===== config.mk =====
export PLATFORM = sky130hd
export DESIGN_NAME = dma_csr_bank
export DESIGN_NICKNAME = d
export VERILOG_FILES = /design/src/rtl/dma_csr_pkg.sv /design/src/rtl/dma_csr_cfg.sv /design/src/rtl/dma_csr_flag.sv /design/src/rtl/dma_csr_rdmux.sv /design/src/rtl/dma_csr_bank.sv
export SDC_FILE = /design/constraint.sdc
export NUM_CORES = 1
export LEC_CHECK = 0
export BUFFER_PORTS_ARGS = -buffer_cell sky130_fd_sc_hd__buf_2
export CAP_MARGIN = 0
export CORE_MARGIN = 2
export CORE_UTILIZATION = 52
export DETAILED_ROUTE_END_ITERATION = 7
export GPL_TIMING_DRIVEN = 0
export PLACE_DENSITY_LB_ADDON = 0.25
export SLEW_MARGIN = 20
export SYNTH_ARGS = -nofsm -noshare
export SYNTH_HDL_FRONTEND = slang
export SYNTH_SLANG_ARGS = --single-unit

===== constraint.sdc =====
create_clock -name clk -period 1.9 [get_ports clk]
set_input_delay 0.285 -clock clk [delete_from_list [all_inputs] [get_ports clk]]
set_output_delay 0.285 -clock clk [all_outputs]
set_load 0.02 [all_outputs]

===== src/rtl/dma_csr_pkg.sv =====
`timescale 1ns/1ps
package dma_csr_pkg;
   localparam int MAX_CH   = 12;
   localparam int GRP_CH   = 8;
   localparam int FIELD_W  = 4;
   localparam int ERR_OFS  = 8;
   localparam int CODE_OFS = 16;

   localparam logic [2:0] W_CTL_LO = 3'd0;
   localparam logic [2:0] W_AUX    = 3'd1;
   localparam logic [2:0] W_IEN    = 3'd2;
   localparam logic [2:0] W_CTL_HI = 3'd3;
   localparam logic [2:0] W_STS_LO = 3'd4;
   localparam logic [2:0] W_STS_HI = 3'd6;

   typedef enum logic [1:0] {
      XFER_OFF    = 2'd0,
      XFER_CHAIN  = 2'd1,
      XFER_SINGLE = 2'd2
   } xfer_mode_e;

   function automatic int grp_slot(input int ch);
      return ch % GRP_CH;
   endfunction

   function automatic bit in_hi(input int ch);
      return ch >= GRP_CH;
   endfunction

   function automatic int ien_pos(input int ch);
      return (ch < GRP_CH) ? ch : ch + GRP_CH;
   endfunction
endpackage


===== src/rtl/dma_csr_cfg.sv =====
`timescale 1ns/1ps
module dma_csr_cfg
   import dma_csr_pkg::*;
#(
   parameter int NUM_CH = 12,
   parameter int DATA_W = 32
) (
   input  logic                   clk,
   input  logic                   rst_n,
   input  logic                   wr_lo,
   input  logic                   wr_hi,
   input  logic                   wr_ien,
   input  logic                   wr_aux,
   input  logic [2*GRP_CH-1:0]    fld_mode,
   input  logic [GRP_CH-1:0]      fld_dir,
   input  logic [NUM_CH-1:0]      ien_wdata,
   input  logic [DATA_W-1:0]      aux_wdata,
   output logic [2*NUM_CH-1:0]    ch_mode,
   output logic [NUM_CH-1:0]      ch_dir,
   output logic [NUM_CH-1:0]      ien,
   output logic [DATA_W-1:0]      aux
);
   always_ff @(posedge clk) begin
      if (!rst_n)      aux <= '0;
      else if (wr_aux) aux <= aux_wdata;
   end

   always_ff @(posedge clk) begin
      if (!rst_n)      ien <= '0;
      else if (wr_ien) ien <= ien_wdata;
   end

   for (genvar ch = 0; ch < NUM_CH; ch++) begin : g_ch
      localparam int  SLOT = grp_slot(ch);
      localparam bit  HI   = in_hi(ch);
      logic       wr_me;
      logic [1:0] mode_q;
      logic       dir_q;

      if (HI) begin : g_hi
         assign wr_me = wr_hi;
      end else begin : g_lo
         assign wr_me = wr_lo;
      end

      always_ff @(posedge clk) begin
         if (!rst_n) begin
            mode_q <= XFER_OFF;
            dir_q  <= 1'b0;
         end else if (wr_me) begin
            mode_q <= fld_mode[2*SLOT +: 2];
            dir_q  <= fld_dir[SLOT];
         end
      end

      assign ch_mode[2*ch +: 2] = mode_q;
      assign ch_dir[ch]         = dir_q;
   end
endmodule


===== src/rtl/dma_csr_flag.sv =====
`timescale 1ns/1ps
module dma_csr_flag (
   input  logic clk,
   input  logic rst_n,
   input  logic done_pulse,
   input  logic err_pulse,
   input  logic clr_pend,
   input  logic clr_fault,
   output logic pend,
   output logic fault
);
   // set terms are ORed after the clear so a same-cycle event survives
   always_ff @(posedge clk) begin
      if (!rst_n) begin
         pend  <= 1'b0;
         fault <= 1'b0;
      end else begin
         pend  <= (pend  & ~clr_pend)  | done_pulse | err_pulse;
         fault <= (fault & ~clr_fault) | err_pulse;
      end
   end
endmodule


===== src/rtl/dma_csr_rdmux.sv =====
`timescale 1ns/1ps
module dma_csr_rdmux
   import dma_csr_pkg::*;
#(
   parameter int NUM_CH = 12,
   parameter int DATA_W = 32
) (
   input  logic [2:0]           word,
   input  logic [DATA_W-1:0]    aux,
   input  logic [2*NUM_CH-1:0]  ch_mode,
   input  logic [NUM_CH-1:0]    ch_dir,
   input  logic [NUM_CH-1:0]    ien,
   input  logic [NUM_CH-1:0]    pend,
   input  logic [NUM_CH-1:0]    fault,
   input  logic [2*NUM_CH-1:0]  ch_state,
   output logic [DATA_W-1:0]    rdata
);
   logic [DATA_W-1:0] ctl_lo, ctl_hi, ien_v, sts_lo, sts_hi;

   always_comb begin
      ctl_lo = '0;
      ctl_hi = '0;
      ien_v  = '0;
      sts_lo = '0;
      sts_hi = '0;
      for (int ch = 0; ch < NUM_CH; ch++) begin
         int s;
         s = grp_slot(ch);
         ien_v[ien_pos(ch)] = ien[ch];
         if (in_hi(ch)) begin
            ctl_hi[FIELD_W*s +: 2]          = ch_mode[2*ch +: 2];
            ctl_hi[FIELD_W*s + 2]           = ch_dir[ch];
            sts_hi[s]                       = pend[ch];
            sts_hi[s + ERR_OFS]             = fault[ch];
            sts_hi[CODE_OFS + 2*s +: 2]     = ch_state[2*ch +: 2];
         end else begin
            ctl_lo[FIELD_W*s +: 2]          = ch_mode[2*ch +: 2];
            ctl_lo[FIELD_W*s + 2]           = ch_dir[ch];
            sts_lo[s]                       = pend[ch];
            sts_lo[s + ERR_OFS]             = fault[ch];
            sts_lo[CODE_OFS + 2*s +: 2]     = ch_state[2*ch +: 2];
         end
      end
   end

   always_comb begin
      unique case (word)
         W_CTL_LO: rdata = ctl_lo;
         W_AUX:    rdata = aux;
         W_IEN:    rdata = ien_v;
         W_CTL_HI: rdata = ctl_hi;
         W_STS_LO: rdata = sts_lo;
         W_STS_HI: rdata = sts_hi;
         default:  rdata = '0;
      endcase
   end
endmodule


===== src/rtl/dma_csr_bank.sv =====
`timescale 1ns/1ps
module dma_csr_bank
   import dma_csr_pkg::*;
#(
   parameter int NUM_CH = 12,
   parameter int DATA_W = 32
) (
   input  logic                  clk,
   input  logic                  rst_n,
   input  logic [2:0]            bus_word,
   input  logic                  bus_wr,
   input  logic [DATA_W-1:0]     bus_wdata,
   output logic [DATA_W-1:0]     bus_rdata,
   output logic [2*NUM_CH-1:0]   ch_mode,
   output logic [NUM_CH-1:0]     ch_dir,
   input  logic [2*NUM_CH-1:0]   ch_state,
   input  logic [NUM_CH-1:0]     ch_done,
   input  logic [NUM_CH-1:0]     ch_err,
   output logic                  irq
);
   if (NUM_CH < 1 || NUM_CH > MAX_CH) begin : g_bad_ch
      $error("dma_csr_bank: NUM_CH must lie in 1..12");
   end
   if (DATA_W != 32) begin : g_bad_w
      $error("dma_csr_bank: DATA_W must be 32");
   end

   logic wr_ctl_lo, wr_ctl_hi, wr_ien, wr_aux, wr_sts_lo, wr_sts_hi;
   assign wr_ctl_lo = bus_wr && (bus_word == W_CTL_LO);
   assign wr_ctl_hi = bus_wr && (bus_word == W_CTL_HI);
   assign wr_ien    = bus_wr && (bus_word == W_IEN);
   assign wr_aux    = bus_wr && (bus_word == W_AUX);
   assign wr_sts_lo = bus_wr && (bus_word == W_STS_LO);
   assign wr_sts_hi = bus_wr && (bus_word == W_STS_HI);

   logic [2*GRP_CH-1:0] fld_mode;
   logic [GRP_CH-1:0]   fld_dir;
   for (genvar f = 0; f < GRP_CH; f++) begin : g_fld
      assign fld_mode[2*f +: 2] = bus_wdata[FIELD_W*f +: 2];
      assign fld_dir[f]         = bus_wdata[FIELD_W*f + 2];
   end

   logic [NUM_CH-1:0] ien_wdata, ien;
   logic [NUM_CH-1:0] clr_pend, clr_fault;
   logic [NUM_CH-1:0] irq_flag, err_flag;
   logic [DATA_W-1:0] aux;

   for (genvar ch = 0; ch < NUM_CH; ch++) begin : g_ch
      localparam int SLOT = grp_slot(ch);
      assign ien_wdata[ch] = bus_wdata[ien_pos(ch)];
      if (in_hi(ch)) begin : g_hi
         assign clr_pend[ch]  = wr_sts_hi & bus_wdata[SLOT];
         assign clr_fault[ch] = wr_sts_hi & bus_wdata[SLOT + ERR_OFS];
      end else begin : g_lo
         assign clr_pend[ch]  = wr_sts_lo & bus_wdata[SLOT];
         assign clr_fault[ch] = wr_sts_lo & bus_wdata[SLOT + ERR_OFS];
      end

      dma_csr_flag u_flag (
         .clk        (clk),
         .rst_n      (rst_n),
         .done_pulse (ch_done[ch]),
         .err_pulse  (ch_err[ch]),
         .clr_pend   (clr_pend[ch]),
         .clr_fault  (clr_fault[ch]),
         .pend       (irq_flag[ch]),
         .fault      (err_flag[ch])
      );
   end

   dma_csr_cfg #(.NUM_CH(NUM_CH), .DATA_W(DATA_W)) u_cfg (
      .clk       (clk),
      .rst_n     (rst_n),
      .wr_lo     (wr_ctl_lo),
      .wr_hi     (wr_ctl_hi),
      .wr_ien    (wr_ien),
      .wr_aux    (wr_aux),
      .fld_mode  (fld_mode),
      .fld_dir   (fld_dir),
      .ien_wdata (ien_wdata),
      .aux_wdata (bus_wdata),
      .ch_mode   (ch_mode),
      .ch_dir    (ch_dir),
      .ien       (ien),
      .aux       (aux)
   );

   dma_csr_rdmux #(.NUM_CH(NUM_CH), .DATA_W(DATA_W)) u_rd (
      .word     (bus_word),
      .aux      (aux),
      .ch_mode  (ch_mode),
      .ch_dir   (ch_dir),
      .ien      (ien),
      .pend     (irq_flag),
      .fault    (err_flag),
      .ch_state (ch_state),
      .rdata    (bus_rdata)
   );

   assign irq = |(irq_flag & ien);
endmodule


* Yosys cells after proc, flatten, opt, wreduce, memory -nomap -nowiden
Index checks and enable logic that the tools add are counted.
Operators by class: equal/unequal tests 5, muxes and demuxes 1, bitwise operators 109, reduce and logical (&&, ||, !) cells 8
Operator list (count):
- case mux 32 bit (6 select lines) | 1
- AND 1 bit | 48
- OR 1 bit | 36
- inverter 1 bit | 24
- AND 12 bit | 1
- OR reduction 12 bit | 1
- equality test 3 x 2 -> 1 bit (second input constant) | 2
- equality test 3 bit (second input constant) | 2
- logical AND 1 bit | 6
- equality test 3 x 1 -> 1 bit (second input constant) | 1
- logical NOT 3 bit | 1
Word-level totals: register bits 104, input port bits 86, output and inout bits 69, word-level logic and storage cells 173

* Logic depth before layout (Yosys ltp)
word-level depth 7, mapped depth 6, gate-level depth less buffers 3

* Modules after synthesis
Synthesis repeated with hierarchy kept, for this count alone.
Second synthesis, totals: cells, all modules 537, area, all modules 5462.7 um^2
Modules (own cells, without submodules):
- dma_csr_cfg | times used 1, cells each 269, area an instance 3173.0 um^2, seq. area each 1601.5 um^2
- dma_csr_rdmux | times used 1, cells each 155, area an instance 1177.4 um^2, seq. area each 0.0 um^2
- dma_csr_flag | times used 12, cells each 6, area an instance 68.8 um^2, seq. area each 40.0 um^2
- dma_csr_bank | times used 1, cells each 41, area an instance 286.5 um^2, seq. area each 0.0 um^2

* Worst setup path before layout
No wires, ideal clock.
path kind in2out, from input port bus_word[1], to output port bus_rdata[21], arrival time 1.483 ns, required time 1.615 ns, slack 0.132 ns, cell stages on the path 6, buffers on the path 3, path through buf_4 -> buf_4 -> buf_2 -> nor2_1 -> a22oi_1 -> o21ai_0
On the way: cells in the longest elaborated chain, start to end 2, elaborated cells between the ends (all ways) 7, classes of those cells 5 x eq/ne; 1 x mux; 1 x reduce/logical
Ends and longest elaborated chain:
- start: declaration | line dma_csr_bank.sv:10 | input logic [2:0] bus_word,
- equality test 3 bit, or another cell as far along | line dma_csr_rdmux.sv:47 | unique case (word)
- case mux 32 bit (6 select lines) * | line dma_csr_rdmux.sv:47
- end: declaration | line dma_csr_bank.sv:13 | output logic [DATA_W-1:0] bus_rdata,
Mark *: on every way between the ends. The rest lies on a longest branch, timed or not.

* Worst setup path after layout
from input port bus_word[2], to output port bus_rdata[4]
The elaborated chain is that of the path after synthesis.

==> results list <==
- The run finished with clean final reports.
- Post-synth top cells: sky130_fd_sc_hd__nand2_1 (168), sky130_fd_sc_hd__dfxtp_1 (104), sky130_fd_sc_hd__a21boi_0 (54)
- The first global-routing pass estimated 27.55 mm of wire.
* Root Buffer Master: sky130_fd_sc_hd__clkbuf_8
- In this run the count of I/O pins placed on the die edge is roughly 160.
* Ranking of synthesized cells by area: sky130_fd_sc_hd__dfxtp_1 (40%), sky130_fd_sc_hd__nand2_1 (12%), sky130_fd_sc_hd__a21boi_0 (7.9%)
- Cell Int Power: between 3 and 4 mW
- Instance area at placement: roughly 6100 µm²
* Async set-reset flop share out of synthesis: 0
- Sequential standard cell area: between 2000 and 2500 µm²
* N_diodes: 0
- Slew headroom: 0.5194
- After detailed routing, the average wire length per cell comes to a little under 20 µm.
- Mean number of vias per cell: 5.856
- The Yosys step of the flow raised 0 warnings.
* Clock share of power: 0.321
- Counting both buffers and inverters, the worst setup path holds a total of 5.
- Netlist area before placement: between 5000 and 6000 µm²
- Clk buf depth: 2
* Synth area leader: sky130_fd_sc_hd__dfxtp_1
- Setup violations remaining at the end of the flow were counted as 0.
- Data on the critical path arrives at its endpoint at roughly 1600 ps.
* Cell-by-cell listing of the critical path: buf_2 > buf_6 > buf_12 > buf_6 > or2_2 > o221ai_2 > buf_4
- Peak VDD IR: around 350 µV
- The number of global-route vias before repair was between 5000 and 6000.
- Layout area overhead: 24.52%
- Half-perimeter wire length of the detailed placement result: approximately 13 mm
- Switching share of total power: 0.2763
- Die width: around 100 µm
* Primary flip-flop cell chosen by synthesis mapping: sky130_fd_sc_hd__dfxtp_1
* Combinational cell fraction of total power: 0.164
- Area taken by multi-input logic gates: ~2700 µm²
* TritonCTS Buffers: 9
- After global routing the overflow that remains totals 0.
- Number of hold violations in the final report: 0
- After detailed routing, the total wire length is approximately 18 mm.
- The count of buffers added on input and output ports is 153.
* R2r setup slk: 930 ps
- Number of max-slew violations in the final report: 0
* Most numerous cell on the critical path: sky130_fd_sc_hd__buf_6
- Starting density of the core: 0.5332
* Count of flip-flops with a built-in enable after synthesis: 0
* Slowest cell on the critical path: sky130_fd_sc_hd__or2_2
* Power density relative to cell area: 697.4 nW/µm²
- Share of synthesized area occupied by flip-flops and latches: 0.4032
- Classification of the worst-slack hold path: in -> reg
- OpenSTA, run right after detailed placement, puts the worst setup slack at -438.3 ps.
- The initial antenna violation count is 0.
* Fillers: 828
- In this run the core area contains 36 standard-cell rows.
- The critical path is of the in -> out type.
- Area fraction of the dominant cell type after synthesis: 0.4032
* GRT Max-Usage Layer: met2
- CP max FO: 10
- In this run, post-CTS hold repair placed 0 buffers.
- Core area: between 9000 and 10000 µm²
- In the synthesized netlist, the number of instances is 615.
- Once detail routing completed, the nets flagged for antenna violations numbered 0.
- Of the available clock period, the critical path in the final layout requires 0.9795.
- CTS saw about 100 sinks.
- The worst register-to-register path has a depth of 2.
- Final Power: 4.484 mW
- The detailed router finished its first iteration with around 540 violations.
- The synthesized design contains approximately 100 register bits.
- Final setup skew: 0 ps
- The later pin in the worst-skew pair is clocked with a latency of approximately 370 ps.
- The endpoint identified for the worst register-to-register timing path is g_ch[6].u_flag.pend.
- The worst path meets setup with slightly below 40 ps of slack.
- TritonCTS clock tree: yes
- For this run, the top clock speed supported by timing is between 0.5 and 0.6 GHz.
* DIE HEIGHT: between 100 and 150 µm
* Logic depth of the worst setup path including buffers: 7
- Slowest Stage Delay on Critical Path: 320 ps
* Net count after synthesis: between 700 and 800
- The first detailed-routing pass ran for 6 iterations.
- Data required time at the worst endpoint: between 1500 and 2000 ps
- Count of unique library cells instantiated by Yosys: 43
- Crit-path leading delay family: buffers and inverters
- Leakage component of the power: 2.760 nW
- Worst setup startpoint: bus_word[2]
* Critical Path End Type: output pin
* Maximum number of pins on one net before global-route repair: 18
- Vias after detailed routing: about 5400
- After clock tree synthesis, the clock-pin slew on the worst setup and hold paths is ~90 ps.
- The critical path ends at bus_rdata[4].
- Of the total power, registers draw 0.515.
- At the end of routability-driven placement, the weighted congestion stood at around 0.96.
- R2R Path Start: g_ch[6].u_flag.pend
- The analysis attributes to net switching a power of ~1.2 mW.
* Synthesized area per cell: about 8.4 µm²
* Critical path launch point type: input port
- Time the final worst path needs with I/O delays and setup: ~1900 ps
* Met2 Resource Use GR: 0.5473
- By instance count, the leading cell after synthesis is sky130_fd_sc_hd__nand2_1.
* Global-route met3 utilization: 0.06104
* Layout cell share with drive strength beyond 1: 0.2981
- # nets final: ~870
- Total non-filler cell area in the finished layout: 6430 µm²
- In the routed design, unresolved DRC markers number 0.
- Hold timing on the final database bottoms out at a slack of 110.8 ps.
- GR Layer Usage met1: 0.4183
* Max-capacitance violation count: 0
- Adding up every negative setup slack in the final design gives 0 ps.
* GRT Overall Usage: 0.3293
- Measured slew at the worst slew-check pin: roughly 720 ps
* H-tree levels: 3
- DIE AREA: approximately 11000 µm²
-- worst min-delay path by stage --
stage                        startpoint                    to  slack, ps  cells after the start
final                     bus_wdata[15]  g_ch[7].u_flag.fault        110                      2
after global routing         ch_done[7]   g_ch[7].u_flag.pend        120                      2
after CTS                 bus_wdata[15]  g_ch[7].u_flag.fault        110                      2
after detailed placement  u_cfg.aux[19]         u_cfg.aux[19]        450                      2
after global placement    u_cfg.aux[26]         u_cfg.aux[26]        440                      2
after floorplan            bus_wdata[8]  g_ch[0].u_flag.fault        390                      1
-- power by group through the flow --
stage                     sequential [mW]  clock, mW  combinational, mW
after CTS                            2.30       1.43              0.713
after global routing                 2.31       1.54              0.781
after floorplan                      2.35          0              0.385
after global placement               2.35          0              0.675
final                                2.31       1.44              0.737
after detailed placement             2.35          0              0.690
-- logic make-up after synthesis --
family	synth area share
and+or+nand+nor	0.1803
AOI/OAI and AO/OA	0.2707
DFF	0.4032
buffers and inverters	0.07560
muxes	0.07027
-- registers in the layout, summed over array words and instances (netlist names) --
signal and flops:
u_cfg.g_ch.dir_q 12, u_cfg.ien 12, u_cfg.aux 32, u_cfg.g_ch.mode_q 24, g_ch.u_flag.pend 12, g_ch.u_flag.fault 12
-- cell type report --
cell class	instances	area share
multi-input combinational	437	0.4254
sequential	104	0.3238
timing repair buffer	155	0.1230
buffer	61	0.06383
tap	133	0.02588
clock buffer	14	0.02530
inverter	12	0.007005
clock inverter	2	0.005838
-- worst reg2reg max path, cell delays in order (launching register included) --
cell and delay, ps:
sky130_fd_sc_hd__dfxtp_1 420, sky130_fd_sc_hd__a21boi_0 340, sky130_fd_sc_hd__o31a_1 160
-- metrics by stage --
step,instances,util
2_1_floorplan,615,-
6_report,918,0.6640
5_1_grt,918,0.6640
3_3_place_gp,901,0.6295
3_5_place_dp,901,0.6295
4_1_cts,918,0.6594
-- placed cells by master, fill, tap and decap left out, types with 10 or more instances in the layout --
cell                         n
sky130_fd_sc_hd__buf_4      23
sky130_fd_sc_hd__nand2_1   168
sky130_fd_sc_hd__mux2i_1    25
sky130_fd_sc_hd__clkbuf_8   11
sky130_fd_sc_hd__a21boi_0   54
sky130_fd_sc_hd__a21boi_1   38
sky130_fd_sc_hd__a22oi_1    13
sky130_fd_sc_hd__o21ai_0    25
sky130_fd_sc_hd__inv_1      12
sky130_fd_sc_hd__a31oi_1    13
sky130_fd_sc_hd__buf_2     161
sky130_fd_sc_hd__clkbuf_1   20
sky130_fd_sc_hd__o31a_1     12
sky130_fd_sc_hd__mux2_2     10
sky130_fd_sc_hd__dfxtp_1   104
-- per-layer routing --
layer  up-vias  wire length, µm
met3        56             1958
li1       2465                -
met5         -                0
met2       350             8474
met4         0              687
met1      2505             7037
-- timing repair --
action	4_1_cts	5_1_grt
setup buffers	2	0
endpoints found under the setup margin	32	27
pin swaps	1	0
resized for setup	26	14
No activity file was read; power rests on OpenSTA's default activity.
